## config.mk

```make
export PLATFORM = sky130hd
export DESIGN_NAME = strcpy_lane_mask
export DESIGN_NICKNAME = d
export VERILOG_FILES = /design/src/rtl/strcpy_lane_mask_pkg.sv /design/src/rtl/slm_zero_detect.sv /design/src/rtl/slm_smear.sv /design/src/rtl/slm_apply_mask.sv /design/src/rtl/strcpy_lane_mask.sv
export SDC_FILE = /design/constraint.sdc
export NUM_CORES = 1
export LEC_CHECK = 0
export BUFFER_PORTS_ARGS = -buffer_cell sky130_fd_sc_hd__clkbuf_2
export CELL_PAD_IN_SITES_DETAIL_PLACEMENT = 2
export CELL_PAD_IN_SITES_GLOBAL_PLACEMENT = 2
export CORE_ASPECT_RATIO = 1.25
export CORE_MARGIN = 3
export CORE_UTILIZATION = 38
export DETAILED_ROUTE_END_ITERATION = 10
export HOLD_SLACK_MARGIN = 0.06
export PLACE_DENSITY = 0.81
export REMOVE_ABC_BUFFERS = 1
export SLEW_MARGIN = 10
export SYNTH_ARGS = -nofsm -noshare
export SYNTH_HDL_FRONTEND = slang
export SYNTH_SLANG_ARGS = --single-unit
```

## constraint.sdc

```tcl
create_clock -name clk_i -period 1.4 [get_ports clk_i]
set_input_delay 0.07 -clock clk_i [delete_from_list [all_inputs] [get_ports clk_i]]
set_output_delay 0.07 -clock clk_i [all_outputs]
set_load 0.02 [all_outputs]
```

## src/rtl/strcpy_lane_mask_pkg.sv

```systemverilog
package strcpy_lane_mask_pkg;
  localparam int unsigned BYTE_W = 8;

  // pipeline depth from input edge to registered outputs
  localparam int unsigned PIPE_STAGES = 3;
endpackage

```

## src/rtl/slm_zero_detect.sv

```systemverilog
module slm_zero_detect #(
  parameter int unsigned LANES  = 8,
  parameter int unsigned BYTE_W = 8,
  localparam int unsigned VEC_W = LANES * BYTE_W
) (
  input  logic [VEC_W-1:0] vec_i,
  output logic [LANES-1:0] hit_o
);
  for (genvar l = 0; l < LANES; l++) begin : g_lane
    assign hit_o[l] = (vec_i[l*BYTE_W +: BYTE_W] == '0);
  end
endmodule

```

## src/rtl/slm_smear.sv

```systemverilog
module slm_smear #(
  parameter int unsigned LANES = 8
) (
  input  logic [LANES-1:0] hit_i,
  output logic [LANES-1:0] keep_o,
  output logic             done_o
);
  // seen[l] is set if any lane below l held a terminator
  logic [LANES:0] seen;
  assign seen[0] = 1'b0;

  for (genvar l = 0; l < LANES; l++) begin : g_chain
    assign seen[l+1] = seen[l] | hit_i[l];
    assign keep_o[l] = ~seen[l];
  end

  assign done_o = seen[LANES];
endmodule

```

## src/rtl/slm_apply_mask.sv

```systemverilog
module slm_apply_mask #(
  parameter int unsigned LANES  = 8,
  parameter int unsigned BYTE_W = 8,
  localparam int unsigned VEC_W = LANES * BYTE_W
) (
  input  logic [VEC_W-1:0] vec_i,
  input  logic [LANES-1:0] keep_i,
  output logic [VEC_W-1:0] vec_o
);
  for (genvar l = 0; l < LANES; l++) begin : g_lane
    assign vec_o[l*BYTE_W +: BYTE_W] =
      keep_i[l] ? vec_i[l*BYTE_W +: BYTE_W] : '0;
  end
endmodule

```

## src/rtl/strcpy_lane_mask.sv

```systemverilog
module strcpy_lane_mask
  import strcpy_lane_mask_pkg::*;
#(
  parameter int unsigned LANES = 8,
  localparam int unsigned VEC_W = LANES * BYTE_W
) (
  input  logic             clk_i,
  input  logic             rst_ni,
  input  logic             in_valid_i,
  input  logic [VEC_W-1:0] vec_a_i,
  input  logic [VEC_W-1:0] vec_b_i,
  output logic             out_valid_o,
  output logic [VEC_W-1:0] store_a_data_o,
  output logic [LANES-1:0] store_a_keep_o,
  output logic [VEC_W-1:0] store_b_data_o,
  output logic [LANES-1:0] store_b_keep_o,
  output logic             exit_o
);
  localparam int unsigned NVEC = 2;

  // stage 1: compare
  logic [VEC_W-1:0] in_vec  [NVEC];
  logic [LANES-1:0] hit_d   [NVEC];
  logic [VEC_W-1:0] s1_vec_q[NVEC];
  logic [LANES-1:0] s1_hit_q[NVEC];
  logic             s1_valid_q;

  // stage 2: smear
  logic [LANES-1:0] keep_d   [NVEC];
  logic             done_d   [NVEC];
  logic [VEC_W-1:0] s2_vec_q [NVEC];
  logic [LANES-1:0] s2_keep_q[NVEC];
  logic             s2_done_q[NVEC];
  logic             s2_valid_q;

  // stage 3: select and mask
  logic [LANES-1:0] ctrl_d[NVEC];
  logic [VEC_W-1:0] mask_d[NVEC];

  assign in_vec[0] = vec_a_i;
  assign in_vec[1] = vec_b_i;

  for (genvar v = 0; v < NVEC; v++) begin : g_vec
    slm_zero_detect #(.LANES(LANES), .BYTE_W(BYTE_W)) i_detect (
      .vec_i (in_vec[v]),
      .hit_o (hit_d[v])
    );

    slm_smear #(.LANES(LANES)) i_smear (
      .hit_i  (s1_hit_q[v]),
      .keep_o (keep_d[v]),
      .done_o (done_d[v])
    );

    slm_apply_mask #(.LANES(LANES), .BYTE_W(BYTE_W)) i_apply (
      .vec_i  (s2_vec_q[v]),
      .keep_i (ctrl_d[v]),
      .vec_o  (mask_d[v])
    );

    always_ff @(posedge clk_i or negedge rst_ni) begin
      if (!rst_ni) begin
        s1_vec_q[v]  <= '0;
        s1_hit_q[v]  <= '0;
        s2_vec_q[v]  <= '0;
        s2_keep_q[v] <= '0;
        s2_done_q[v] <= 1'b0;
      end else begin
        s1_vec_q[v]  <= in_vec[v];
        s1_hit_q[v]  <= hit_d[v];
        s2_vec_q[v]  <= s1_vec_q[v];
        s2_keep_q[v] <= keep_d[v];
        s2_done_q[v] <= done_d[v];
      end
    end
  end

  // the second store is all empty once the first vector has terminated
  assign ctrl_d[0] = s2_keep_q[0];
  assign ctrl_d[1] = s2_done_q[0] ? '0 : s2_keep_q[1];

  always_ff @(posedge clk_i or negedge rst_ni) begin
    if (!rst_ni) begin
      s1_valid_q     <= 1'b0;
      s2_valid_q     <= 1'b0;
      out_valid_o    <= 1'b0;
      store_a_data_o <= '0;
      store_a_keep_o <= '0;
      store_b_data_o <= '0;
      store_b_keep_o <= '0;
      exit_o         <= 1'b0;
    end else begin
      s1_valid_q     <= in_valid_i;
      s2_valid_q     <= s1_valid_q;
      out_valid_o    <= s2_valid_q;
      // bubbles never enable a lane
      store_a_data_o <= mask_d[0];
      store_a_keep_o <= s2_valid_q ? ctrl_d[0] : '0;
      store_b_data_o <= mask_d[1];
      store_b_keep_o <= s2_valid_q ? ctrl_d[1] : '0;
      exit_o         <= s2_valid_q & (s2_done_q[0] | s2_done_q[1]);
    end
  end

  // ---------------- assertions ----------------
  function automatic logic term_kept(input logic [VEC_W-1:0] d,
                                     input logic [LANES-1:0] k);
    logic r = 1'b0;
    for (int l = 0; l < LANES; l++)
      if (k[l] && d[l*BYTE_W +: BYTE_W] == '0) r = 1'b1;
    return r;
  endfunction

  function automatic logic empty_lanes_zero(input logic [VEC_W-1:0] d,
                                            input logic [LANES-1:0] k);
    logic r = 1'b1;
    for (int l = 0; l < LANES; l++)
      if (!k[l] && d[l*BYTE_W +: BYTE_W] != '0) r = 1'b0;
    return r;
  endfunction


  valid_latency_chk: assert property (@(posedge clk_i) disable iff (!rst_ni)
    out_valid_o == $past(in_valid_i, PIPE_STAGES));


  smear_prefix_chk: assert property (@(posedge clk_i) disable iff (!rst_ni)
    s2_valid_q |-> (s2_keep_q[0][0] &&
                    ((s2_keep_q[0] & (s2_keep_q[0] + 1'b1)) == '0)));


  empty_lane_data_chk: assert property (@(posedge clk_i) disable iff (!rst_ni)
    out_valid_o |-> (empty_lanes_zero(store_a_data_o, store_a_keep_o) &&
                     empty_lanes_zero(store_b_data_o, store_b_keep_o)));


  b_suppressed_chk: assert property (@(posedge clk_i) disable iff (!rst_ni)
    (out_valid_o && term_kept(store_a_data_o, store_a_keep_o))
      |-> store_b_keep_o == '0);


  exit_on_term_chk: assert property (@(posedge clk_i) disable iff (!rst_ni)
    (out_valid_o && (term_kept(store_a_data_o, store_a_keep_o) ||
                     term_kept(store_b_data_o, store_b_keep_o))) |-> exit_o);


  idle_quiet_chk: assert property (@(posedge clk_i) disable iff (!rst_ni)
    !out_valid_o |-> (store_a_keep_o == '0 && store_b_keep_o == '0 && !exit_o));
endmodule

```

# Word level (Yosys, flattened, before mapping)

Cells that the tools add are included.

Flip-flop bits (word level): 438
Latch bits: 0
Bits in writable memories: 0
Memory bits (read-only): 0
Input port bits: 131
Output and inout port bits: 146
Logic and storage cells: 83
Memories kept: 0

Add/subtract/negate cells: 0
$mul: 0
Divide/modulo/power cells: 0
Magnitude comparators: 0
Equal/unequal tests: 0
Shift operators: 0
Multiplexer cells: 19
Bitwise gates (word level): 30
Reductions and logical operators: 16

Operators by type and width:

| operator          | count |
|---|---|
| 8-bit 2-to-1 mux  | 19 |
| 8-bit logical NOT | 16 |
| 1-bit OR          | 15 |
| 1-bit inverter    | 14 |
| 1-bit AND         | 1 |

# Logic depth before layout (Yosys ltp)

Gate-level depths: netlist of run 1.

Depth after elaboration: 7
Depth in mapped cells: 3

# Modules after synthesis

Synthesis of run 1 repeated with hierarchy kept, for this count alone.

Cells, all modules: 665
Area, all modules: 12423.2 um^2

By module, submodules not included:

| module           | instances | cells each | area an instance (um^2) |
|---|---|---|---|
| strcpy_lane_mask | 1         | 465        | 11154.4 |
| slm_apply_mask   | 2         | 64         | 400.4 |
| slm_zero_detect  | 2         | 24         | 150.1 |
| slm_smear        | 2         | 12         | 83.8 |

# Worst setup path after synthesis of run 1

OpenSTA, ideal clock, no wires.

Kind: register to register
From: reg s1_hit_q[1] (netlist bit)
To: reg s2_done_q[0] (netlist bit)
Library setup time: 0.125 ns
Data arrival time: 1.047 ns
Data required time: 1.275 ns
Path slack: 0.228 ns
Stages on the path, launching flop included: 4
Period minus slack after synthesis: 1.172 ns
Cell sequence: dfrtp_1 or4_4 inv_2 nand2_1

Cells in the longest elaborated chain, start to end: 7

Ends and longest elaborated chain:

| item                            | RTL line               | source |
|---|---|---|
| start, declared                 | strcpy_lane_mask.sv:25 | `logic [LANES-1:0] s1_hit_q[NVEC];` |
| start signal, assigned by index | strcpy_lane_mask.sv:70 | `s1_hit_q[v] <= hit_d[v];` |
| 1-bit OR (7 in a row)           | slm_smear.sv:13        | `assign seen[l+1] = seen[l] \| hit_i[l];` |
| net g_vec[1].i_smear.done_o     | slm_smear.sv:6         | `output logic done_o` |
| end signal, assigned by index   | strcpy_lane_mask.sv:73 | `s2_done_q[v] <= done_d[v];` |
| end, declared                   | strcpy_lane_mask.sv:33 | `logic s2_done_q[NVEC];` |

The timed path passes the listed nets, and every way through them passes these cells.

# Final worst setup path of run 1

From: reg s2_done_q[1] (netlist bit)
To: reg store_b_data_o[54]

Cells in the longest elaborated chain, start to end: 2

Ends and longest elaborated chain:

| item                           | RTL line               | source |
|---|---|---|
| 8-bit 2-to-1 mux               | strcpy_lane_mask.sv:80 | `assign ctrl_d[1] = s2_done_q[0] ? '0 : s2_keep_q[1];` |
| 8-bit 2-to-1 mux               | slm_apply_mask.sv:12   | `keep_i[l] ? vec_i[l*BYTE_W +: BYTE_W] : '0;` |
| net g_vec[1].i_apply.vec_o[54] | slm_apply_mask.sv:8    | `output logic [VEC_W-1:0] vec_o` |
| end signal, assigned           | strcpy_lane_mask.sv:99 | `store_b_data_o <= mask_d[1];` |
| end, declared                  | strcpy_lane_mask.sv:15 | `output logic [VEC_W-1:0] store_b_data_o,` |

The timed path passes the listed nets, and every way through them passes these cells.

==> results of run 1 <==
==> worst max-delay path: stages, from the launching register on <==
cell and delay [ns]:
dfrtp_1 0.70, nor2b_1 0.13, buf_4 0.20, and2_1 0.17
==> what timing repair did <==
item	4_1_cts	5_1_grt
resized for setup	3	9
gates cloned	0	1
hold buffers	131	0
endpoints found under the setup margin	3	189
hold endpoints to repair	582	0
==> path summary, 6_finish.rpt <==
| path | from | depth (start not counted) | endpoint |
|---|---|---|---|
| hold / removal | vec_a_i[40] | 2 | s1_vec_q[104] |
| setup / recovery | s2_done_q[1] | 3 | store_b_data_o[54] |
| hold reg to reg | s1_vec_q[27] | 0 | s2_vec_q[27] |
| max in group asynchronous | rst_ni | 4 | s1_vec_q[84] |
| min in group asynchronous | rst_ni | 3 | store_a_keep_o[5] |
| setup reg to reg | s2_done_q[1] | 3 | store_b_data_o[54] |
==> state kept, by name (all words and copies together), names as in the netlist, 7 cells and up <==
name            cells
s1_hit_q           16
s1_vec_q          128
s2_keep_q           8
ctrl_d              7
store_a_data_o     64
store_b_keep_o      8
s2_vec_q          128
store_a_keep_o      8
store_b_data_o     64
==> logic make-up after synthesis <==
| kind of cell | count (synthesis) |
|---|---|
| buffers and inverters | 6 |
| other | 1 |
| DFF | 437 |
| AOI/OAI and AO/OA | 1 |
| and+or+nand+nor | 216 |
==> metal layers <==
layer / vias up / share of wire [%] / GRT usage (%)
li1: 3042 / - / -
met1: 3725 / 34 / 22.3
met2: 241 / 58 / 43.0
met3: 66 / 4.8 / 4.72
met4: 0 / 3.1 / 6.72
met5: - / 0 / 0
==> per-stage QoR <==
stage                     utilization, %  setup TNS [ns]  worst slack [ns]
after detailed placement            45.1        -0.00356          -0.00356
final                               53.8               0            0.0701
after floorplan                        -               0             0.228
after CTS                           53.6               0            0.0273
after global routing                53.8               0          0.000155
after global placement              45.1               0             0.138
==> report_power, final <==
group | switching [W] | internal (W) | total (W)
clock network | 0.00472 | 0.00672 | 0.0114
logic | 0.00109 | 0.000740 | 0.00183
registers | 0.000259 | 0.0133 | 0.0135
total | 0.00607 | 0.0207 | 0.0268
==> placed cells by master, fill, tap and decap left out <==
cell / n
clkbuf_16: 46
nor2b_2: 6
or4_1: 32
dfrtp_1: 437
or4_4: 2
clkbuf_1: 10
and2_1: 144
clkbuf_2: 275
nor4_1: 2
buf_8: 1
inv_2: 2
clkinv_2: 7
inv_1: 2
dlygate4sd3_1: 131
nor4_4: 2
o21a_1: 1
buf_6: 4
buf_4: 12
conb_1: 1
buf_16: 2
nor3_2: 2
nor3_1: 2
inv_8: 1
nor2_1: 20
nand2_1: 2
bufinv_16: 2
nor2b_1: 2
clkbuf_8: 9
buf_12: 1
==> cell type report <==
| type | instances | area share [%] |
|---|---|---|
| Sequential cell | 437 | 63.6 |
| Clock buffer | 64 | 7.48 |
| Multi-Input combinational cell | 218 | 8.18 |
| Tap cell | 412 | 3.00 |
| Timing Repair Buffer | 427 | 17.1 |
| Clock inverter | 10 | 0.618 |
| Inverter | 4 | 0.0873 |
==> results.cfg, run 1 <==
[outcome]
status = finished clean

[timing]
layout_worst_path_cycle_share_pct = 95.0
drv_slew = 0
worst_pin_slew_ns = 0.575
grt_setup_unrepaired = false
clock.fmax_ghz = 0.752
setup_viol = 0
slew_headroom_pct = 61.6
finalHoldViolCount = 0
min_period_ns = 1.33
fin_skew_ns = 0.0122
holdWs_ns = 0.194

[synthesis]
avgSynthCellArea_sq_um = 18.7
synthMuxAreaShare_pct = 0
synth_top_family_by_area = simple AND/OR/NAND/NOR gates
netlist_area_sq_um = 12400
synth_fa_ha_area_share_pct = 0
ys_seq_area_share_pct = 88.5
synth_xor_area_share_pct = 0
synth_edf_count = 0
synth_cells = 661
synth_warnings = 0
synth_top_area_share_pct = 88.5
ys.flop_type = dfrtp_1
yosysMostFrequentCell = dfrtp_1
synth_top_cells_by_count = 437 x dfrtp_1, 144 x and2_1, 32 x or4_1, 20 x nor2_1, 8 x nor2b_1
yosys.area_share.simple_pct = 11.2
yosys.area.top_type = dfrtp_1
synth_area_leaders = dfrtp_1 89%, and2_1 7.3%, or4_1 1.9%
ys_seq_elements = 437
synth_compound_area_share_pct = 0.0608
ys_types = 16
synthArstFlopShare_pct = 100

[clock_tree]
clkTransAtPathRegs_ns = 0.06
cts_buffers = 43
cts_root_buf = clkbuf_16
cts.sinks = 437
cts_tree = yes
htree_levels = 2
cts_buffer_depth = 3
clk_latency_ns = 0.53
post_cts_buffers = 0

[floorplan]
core_area_sq_um = 32000
die_w_um = 167
fp.dieH_um = 208
pin_count = 277
die_area_sq_um = 34700
row_count = 73
initial_core_util_pct = 38.6

[drt]
routed_wirelength_mm = 37.0
viasPerCell = 4.50
drc = 0
vias = 7074
drt_iter0_drc = 272
drtPass1Iterations = 4
drt-wirelength-per-cell_um = 23.5
drtAntennaViolNets = 0

[global_route]
grt_pass1_vias = 8821
grt_pass1_wl_mm = 56.3
grt_use_total_pct = 21.6
grt_max_degree = 77
grt_overflow = 0
antenna_found_initial = 0

[worst_setup_path]
crit_type = flop to flop
r2r_setup_slack_ns = 0.07
cp_data_arrival_time_ns = 1.74
worstPathRequired_ns = 1.81
start_kind = flop
endpoint_kind = flop
cp_max_fo = 9

[finish]
fin_nets = 1262
num_antenna_cells = 0
regArea_sq_um = 10900
instances_no_fill = 1572
multi_input_area_sq_um = 1410
drive_gt1_share_pct = 32.2
n_fill_cell = 2849
synthToLayoutAreaGrowth_pct = 39.3
fin_area_sq_um = 17200

[placed_design]
place.detailed.hpwl_mm = 22.3
dpl_cell_area_sq_um = 14400
globalplace.congestion = 0.799
dp.cells = 1366
io_buffers = 276

[power_and_ir_drop]
p_leak_nw = 8.13
vdd_drop_max_uv = 1040
totalPowerFinal_w = 0.0268
powerDensity_nw_per_um2 = 1560

[flow_run]
cap_violations = 0

[min_path]
hold_path.class = input port to flop
(Power assumes the default switching activity.)
==> inputs of run 2 (changes only) <==
==> constraint.sdc (replaced) <==
create_clock -name clk_i -period 1.3 [get_ports clk_i]
set_input_delay 0.065 -clock clk_i [delete_from_list [all_inputs] [get_ports clk_i]]
set_output_delay 0.065 -clock clk_i [all_outputs]
set_load 0.02 [all_outputs]
==> run 2 against run 1 <==
  * Register-to-register slack worse by 0.03 ns
  * Maximum frequency up 5.9%
  * Combinational power up 10%
  * Cell count up 1.5%
  * Largest cell class unchanged
  * Largest power group unchanged
==> results.cfg, run 2 (synthesized netlist as in run 1, its figures left out) <==
[timing]
layout_worst_path_cycle_share_pct = 96.6
grt_setup_unrepaired = false
finalHoldViolCount = 0
drv_slew = 0
setup_viol = 0
min_period_ns = 1.26
clock.fmax_ghz = 0.796
fin_skew_ns = 0.0136

[min_path]
hold_path.class = input port to async pin

[power_and_ir_drop]
powerDensity_nw_per_um2 = 1730
combPwrFrac_pct = 6.7
vdd_drop_max_uv = 1260
p_leak_nw = 8.29
clock_power_share_pct = 45.1
intPower_w = 0.0235
seq_power_share_pct = 48.2
p_sw_w = 0.00675
p_sw_share_pct = 22.3

[worst_setup_path]
start_kind = flop
worstPathRequired_ns = 1.73
cp_data_arrival_time_ns = 1.69
cp_max_fo = 4
endpoint_kind = flop
crit_type = flop to flop

[finish]
final_common_cell = dfrtp_1
synthToLayoutAreaGrowth_pct = 41.9
final_core_util_pct = 54.8
multi_input_area_sq_um = 1400
layout_common_cells = 437 x dfrtp_1, 275 x clkbuf_2, 144 x and2_1
reg.largest.list = s1_vec_q: 128 flops, s2_vec_q: 128 flops
drive_gt1_share_pct = 33.5
instances_no_fill = 1596
n_fill_cell = 2812
fin_nets = 1280
regArea_sq_um = 10900

[floorplan]
fp.dieH_um = 208
row_count = 73
initial_core_util_pct = 38.6
core_area_sq_um = 32000
pin_count = 277
die_area_sq_um = 34700
die_w_um = 167

[placed_design]
place.detailed.hpwl_mm = 22.6
globalplace.congestion = 0.785
dp.cells = 1383
io_buffers = 276

[drt]
vias = 7177
routed_wirelength_mm = 38.1
drt-wirelength-per-cell_um = 23.9
drc = 0
viasPerCell = 4.50
drt_iter0_drc = 219
drtPass1Iterations = 4
drtAntennaViolNets = 0

[global_route]
grt_max_degree = 65
grt_overflow = 0
grt_use_total_pct = 22.4
grt_pass1_wl_mm = 58.0
grt_pass1_vias = 8946
antenna_found_initial = 2

[clock_tree]
clkTransAtPathRegs_ns = 0.06
cts_hold_buffers = 130
cts.sinks = 437
cts_buffer_depth = 3
cts_buffers = 44
cts_tree = yes
cts_root_buf = clkbuf_16
htree_levels = 2
clk_latency_ns = 0.54

[flow_run]
cap_violations = 0

[outcome]
status = finished clean
==> run 2: cell count changes in the layout (fill, tap and decap cells not counted), sizes merged <==
| cell | delta |
|---|---|
| clkinv | +1 |
| dlygate4sd3 | -1 |
| buf | +19 |
| clkbuf | -1 |
| bufinv | +5 |
| diode | +1 |
==> run 2: timing repair <==
action	CTS	global route
resized for setup	1	1
setup endpoints to repair	6	10
pin swaps	0	1
setup buffers	0	2
endpoints found under the hold margin	582	26
==> run 2: layer usage <==
metal	global-route usage (%)	part of all wire, %
met5	0	0
met4	7.48	3.3
met3	4.84	4.7
met2	43.9	58
met1	23.5	34
==> run 2: metrics by stage <==
step	area (sq um)	setup TNS (ns)	hold slack [ns]	total power, W	setup slack [ns]
floorplan	12300	0	-0.231	0.0153	0.128
global placement	14600	0	-0.0401	0.0163	0.0711
detailed placement	14600	-0.00490	-0.0361	0.0164	-0.00490
CTS	17500	0	-0.0102	0.0304	0.0114
global route	17500	0	0.000692	0.0314	0.00150
finish	17500	0	0.00860	0.0302	0.0438
==> run 2: final timing paths <==
path | startpoint | to | slack, ns | depth (start not counted)
worst min-delay path | rst_ni | store_a_keep_o[5] | 0.009 | 2
worst max register to register | s1_hit_q[9] | ctrl_d[15] | 0.04 | 2
worst min register to register | s1_vec_q[73] | s2_vec_q[73] | 0.34 | 0
min in group clk_i | vec_b_i[22] | s1_vec_q[22] | 0.19 | 2
worst max-delay path | s1_hit_q[9] | ctrl_d[15] | 0.04 | 2
max in group asynchronous | rst_ni | store_b_data_o[15] | 0.54 | 4
==> run 2: power by group through the flow <==
| stage | registers [W] | logic, W | clock network (W) |
|---|---|---|---|
| 2_1_floorplan | 0.0150 | 0.000214 | 0 |
| 3_3_place_gp | 0.0147 | 0.00157 | 0 |
| 3_5_place_dp | 0.0148 | 0.00166 | 0 |
| 4_1_cts | 0.0146 | 0.00201 | 0.0138 |
| 5_1_grt | 0.0146 | 0.00219 | 0.0146 |
| 6_report | 0.0146 | 0.00202 | 0.0136 |
==> run 2: cell type report <==
class,count,share of cell area [%]
clock inverters,16,1.48
inverters,4,0.0857
multi-input cells,218,7.98
well taps,412,2.94
diodes,1,0.0143
flip-flops and latches,437,62.4
repair buffers,444,17.6
clock buffers,64,7.46
==> run 2: critical path, cell delays in order, from the launching register on <==
cell and delay (ns):
dfrtp_1 0.40, or4_4 0.60, nor4_4 0.15
==> inputs of run 3 (changes only) <==
--- a/config.mk
+++ b/config.mk
@@ -13,9 +13,11 @@
 export CORE_UTILIZATION = 38
 export DETAILED_ROUTE_END_ITERATION = 10
 export HOLD_SLACK_MARGIN = 0.06
+export MAX_ROUTING_LAYER = met4
 export PLACE_DENSITY = 0.81
 export REMOVE_ABC_BUFFERS = 1
 export SLEW_MARGIN = 10
 export SYNTH_ARGS = -nofsm -noshare
 export SYNTH_HDL_FRONTEND = slang
+export SYNTH_HIERARCHICAL = 1
 export SYNTH_SLANG_ARGS = --single-unit
==> constraint.sdc (replaced) <==
create_clock -name clk_i -period 1.25 [get_ports clk_i]
set_input_delay 0.0625 -clock clk_i [delete_from_list [all_inputs] [get_ports clk_i]]
set_output_delay 0.0625 -clock clk_i [all_outputs]
set_load 0.02 [all_outputs]
==> run 3 against run 2 <==
  * The run now ends with negative hold slack, negative setup slack left
  * Clock skew up 0.0041 ns
  * Sequential power up 4%
  * Cell count down 0.25%
  * Synthesized area up 0.59%
  * Wire length up 2.2%
  * Critical endpoint is now ctrl_d[14]
  * Largest power group unchanged
==> results.cfg, run 3 <==
[outcome]
violations = negative hold slack, negative setup slack
status = finished, violations left

[worst_setup_path]
r2r-end = ctrl_d[14]
cp_data_arrival_time_ns = 1.74
slowest_stage = or4_4
start_kind = flop
worstPathRequired_ns = 1.68
crit_type = flop to flop
endpoint_kind = flop
cp_max_fo = 4
crit_family = simple AND/OR/NAND/NOR gates
r2r_setup_slack_ns = -0.05
path_buf_inv = 0
rr_worst_depth = 2
r2r_start = s1_hit_q[11]
crit_path_cell_trace = or4_4, nor3_2
max_stage_delay_ns = 0.63

[synthesis]
synth_top_family_by_area = simple AND/OR/NAND/NOR gates
synth_cells = 665
avgSynthCellArea_sq_um = 18.7
synth_edf_count = 0
synthMuxAreaShare_pct = 0
synth_fa_ha_area_share_pct = 0
synth_warnings = 6
netlist_area_sq_um = 12400
synth_top_area_share_pct = 88.2
synth_compound_area_share_pct = 0.0604
ys_types = 19
synth_area_leaders = dfrtp_1 88%, and2_1 6.8%, or4_1 1.9%
ys.flop_type = dfrtp_1
synth_xor_area_share_pct = 0
ys_seq_elements = 438
yosys.area.top_type = dfrtp_1
synthArstFlopShare_pct = 100
yosys.area_share.simple_pct = 11.3
yosysMostFrequentCell = dfrtp_1
ys_seq_area_share_pct = 88.2
synth_top_cells_by_count = 438 x dfrtp_1, 136 x and2_1, 32 x or4_1, 20 x nor2_1

[finish]
reg.largest.list = s1_vec_q: 128 flops, s2_vec_q: 128 flops
n_fill_cell = 2818
final_common_cell = dfrtp_1
drive_gt1_share_pct = 33.0
synthToLayoutAreaGrowth_pct = 40.7
fin_nets = 1274
layout_common_cells = 438 x dfrtp_1, 275 x clkbuf_2, 136 x and2_1
final_core_util_pct = 54.5

[timing]
drv_slew = 0
fin_skew_ns = 0.0177
holdWs_ns = -0.0354
clock.fmax_ghz = 0.768
fin_tns_setup_ns = -0.221
setup_viol = 5
finalHoldViolCount = 18
layout_worst_path_cycle_share_pct = 104
fin_ws_ns = -0.0527
min_period_ns = 1.30
grt_setup_unrepaired = true

[drt]
drtAntennaViolNets = 0
viasPerCell = 4.52
vias = 7201
drtPass1Iterations = 4
drt-wirelength-per-cell_um = 24.5
drc = 0
drt_iter0_drc = 349
routed_wirelength_mm = 38.9

[global_route]
grt_use_total_pct = 23.5
grt_max_degree = 89
antenna_found_initial = 5
grt_pass1_vias = 9027
grt_pass1_wl_mm = 59.1
grt_overflow = 0

[placed_design]
place.detailed.hpwl_mm = 22.6
io_buffers = 276
globalplace.congestion = 0.774

[clock_tree]
htree_levels = 2
cts_hold_buffers = 130
cts_buffers = 42
clk_latency_ns = 0.54
cts.sinks = 438
cts_buffer_depth = 3
cts_tree = yes
clkTransAtPathRegs_ns = 0.06
cts_root_buf = clkbuf_16

[power_and_ir_drop]
powerDensity_nw_per_um2 = 1760
p_leak_nw = 8.26
totalPowerFinal_w = 0.0307
vdd_drop_max_uv = 1460

[floorplan]
die_area_sq_um = 34900
initial_core_util_pct = 38.8
pin_count = 277
die_w_um = 168
core_area_sq_um = 32100
fp.dieH_um = 208
row_count = 73

[flow_run]
cap_violations = 0

[min_path]
hold_path.class = input port to async pin
## run 3: cell types whose count changed in the layout (fill, tap and decap cells not counted), moves of 3 or more
cell,delta
bufinv_16,-3
buf_12,+3
clkbuf_1,+3
buf_4,-9
diode_2,+3
and2_1,-8
and3b_1,+8
## run 3: final cells by class
type | instances | area [sq um] | share of cell area (%)
Sequential cell | 438 | 11000 | 62.7
Timing Repair Buffer | 438 | 3080 | 17.6
Multi-Input combinational cell | 219 | 1430 | 8.19
Clock buffer | 66 | 1310 | 7.46
Tap cell | 412 | 515 | 2.95
Clock inverter | 11 | 159 | 0.909
Inverter | 4 | 17.5 | 0.100
Antenna cell | 4 | 10.0 | 0.0573
## run 3: through the flow
step,area [sq um],setup WS (ns),instances
after floorplan,12400,0.0776,661
after global placement,14700,0.0426,1378
after detailed placement,14700,-0.0493,1378
after CTS,17400,-0.0584,1586
after global routing,17500,-0.0950,1592
final,17500,-0.0527,1592
## run 3: what timing repair did
| action | 4_1_cts | 5_1_grt |
|---|---|---|
| buffers inserted | 1 | 2 |
| gates resized for setup | 3 | 4 |
| endpoints found under the hold margin | 583 | 18 |
| setup endpoints to repair | 11 | 13 |
| pin swaps | 2 | 1 |
## run 3: cells by family (layout without fill, tap and decap cells)
| logic type | count (synthesis) | count (layout) |
|---|---|---|
| AOI/OAI and AO/OA | 1 | 1 |
| buffers and inverters | 8 | 519 |
| DFF | 438 | 438 |
| other | 2 | 6 |
| and+or+nand+nor | 216 | 216 |
## run 3: how the worst max path moves through the flow
| stage | depth (start not counted) | end | start | slack, ns |
|---|---|---|---|---|
| 2_1_floorplan | 3 | s2_done_q[0] | s1_hit_q[1] | 0.08 |
| 4_1_cts | 2 | ctrl_d[15] | s1_hit_q[10] | -0.06 |
| 3_3_place_gp | 3 | s2_done_q[1] | s1_hit_q[9] | 0.04 |
| 3_5_place_dp | 3 | s2_done_q[1] | s1_hit_q[9] | -0.05 |
| 6_report | 2 | ctrl_d[14] | s1_hit_q[11] | -0.05 |
| 5_1_grt | 3 | s2_done_q[1] | s1_hit_q[11] | -0.09 |
## run 3: metal layers
layer | part of all wire [%] | up-vias | GRT usage (%)
met1 | 33 | 3791 | 23.8
li1 | - | 3083 | -
met2 | 58 | 240 | 44.5
met4 | 4.0 | 0 | 8.81
met3 | 4.7 | 87 | 4.68
met5 | 0 | - | -
## run 3: power by group
part	total, W	internal [W]	switching, W
clock network	0.0134	0.00801	0.00542
registers	0.0152	0.0149	0.000298
logic	0.00211	0.000864	0.00125
total	0.0307	0.0238	0.00697
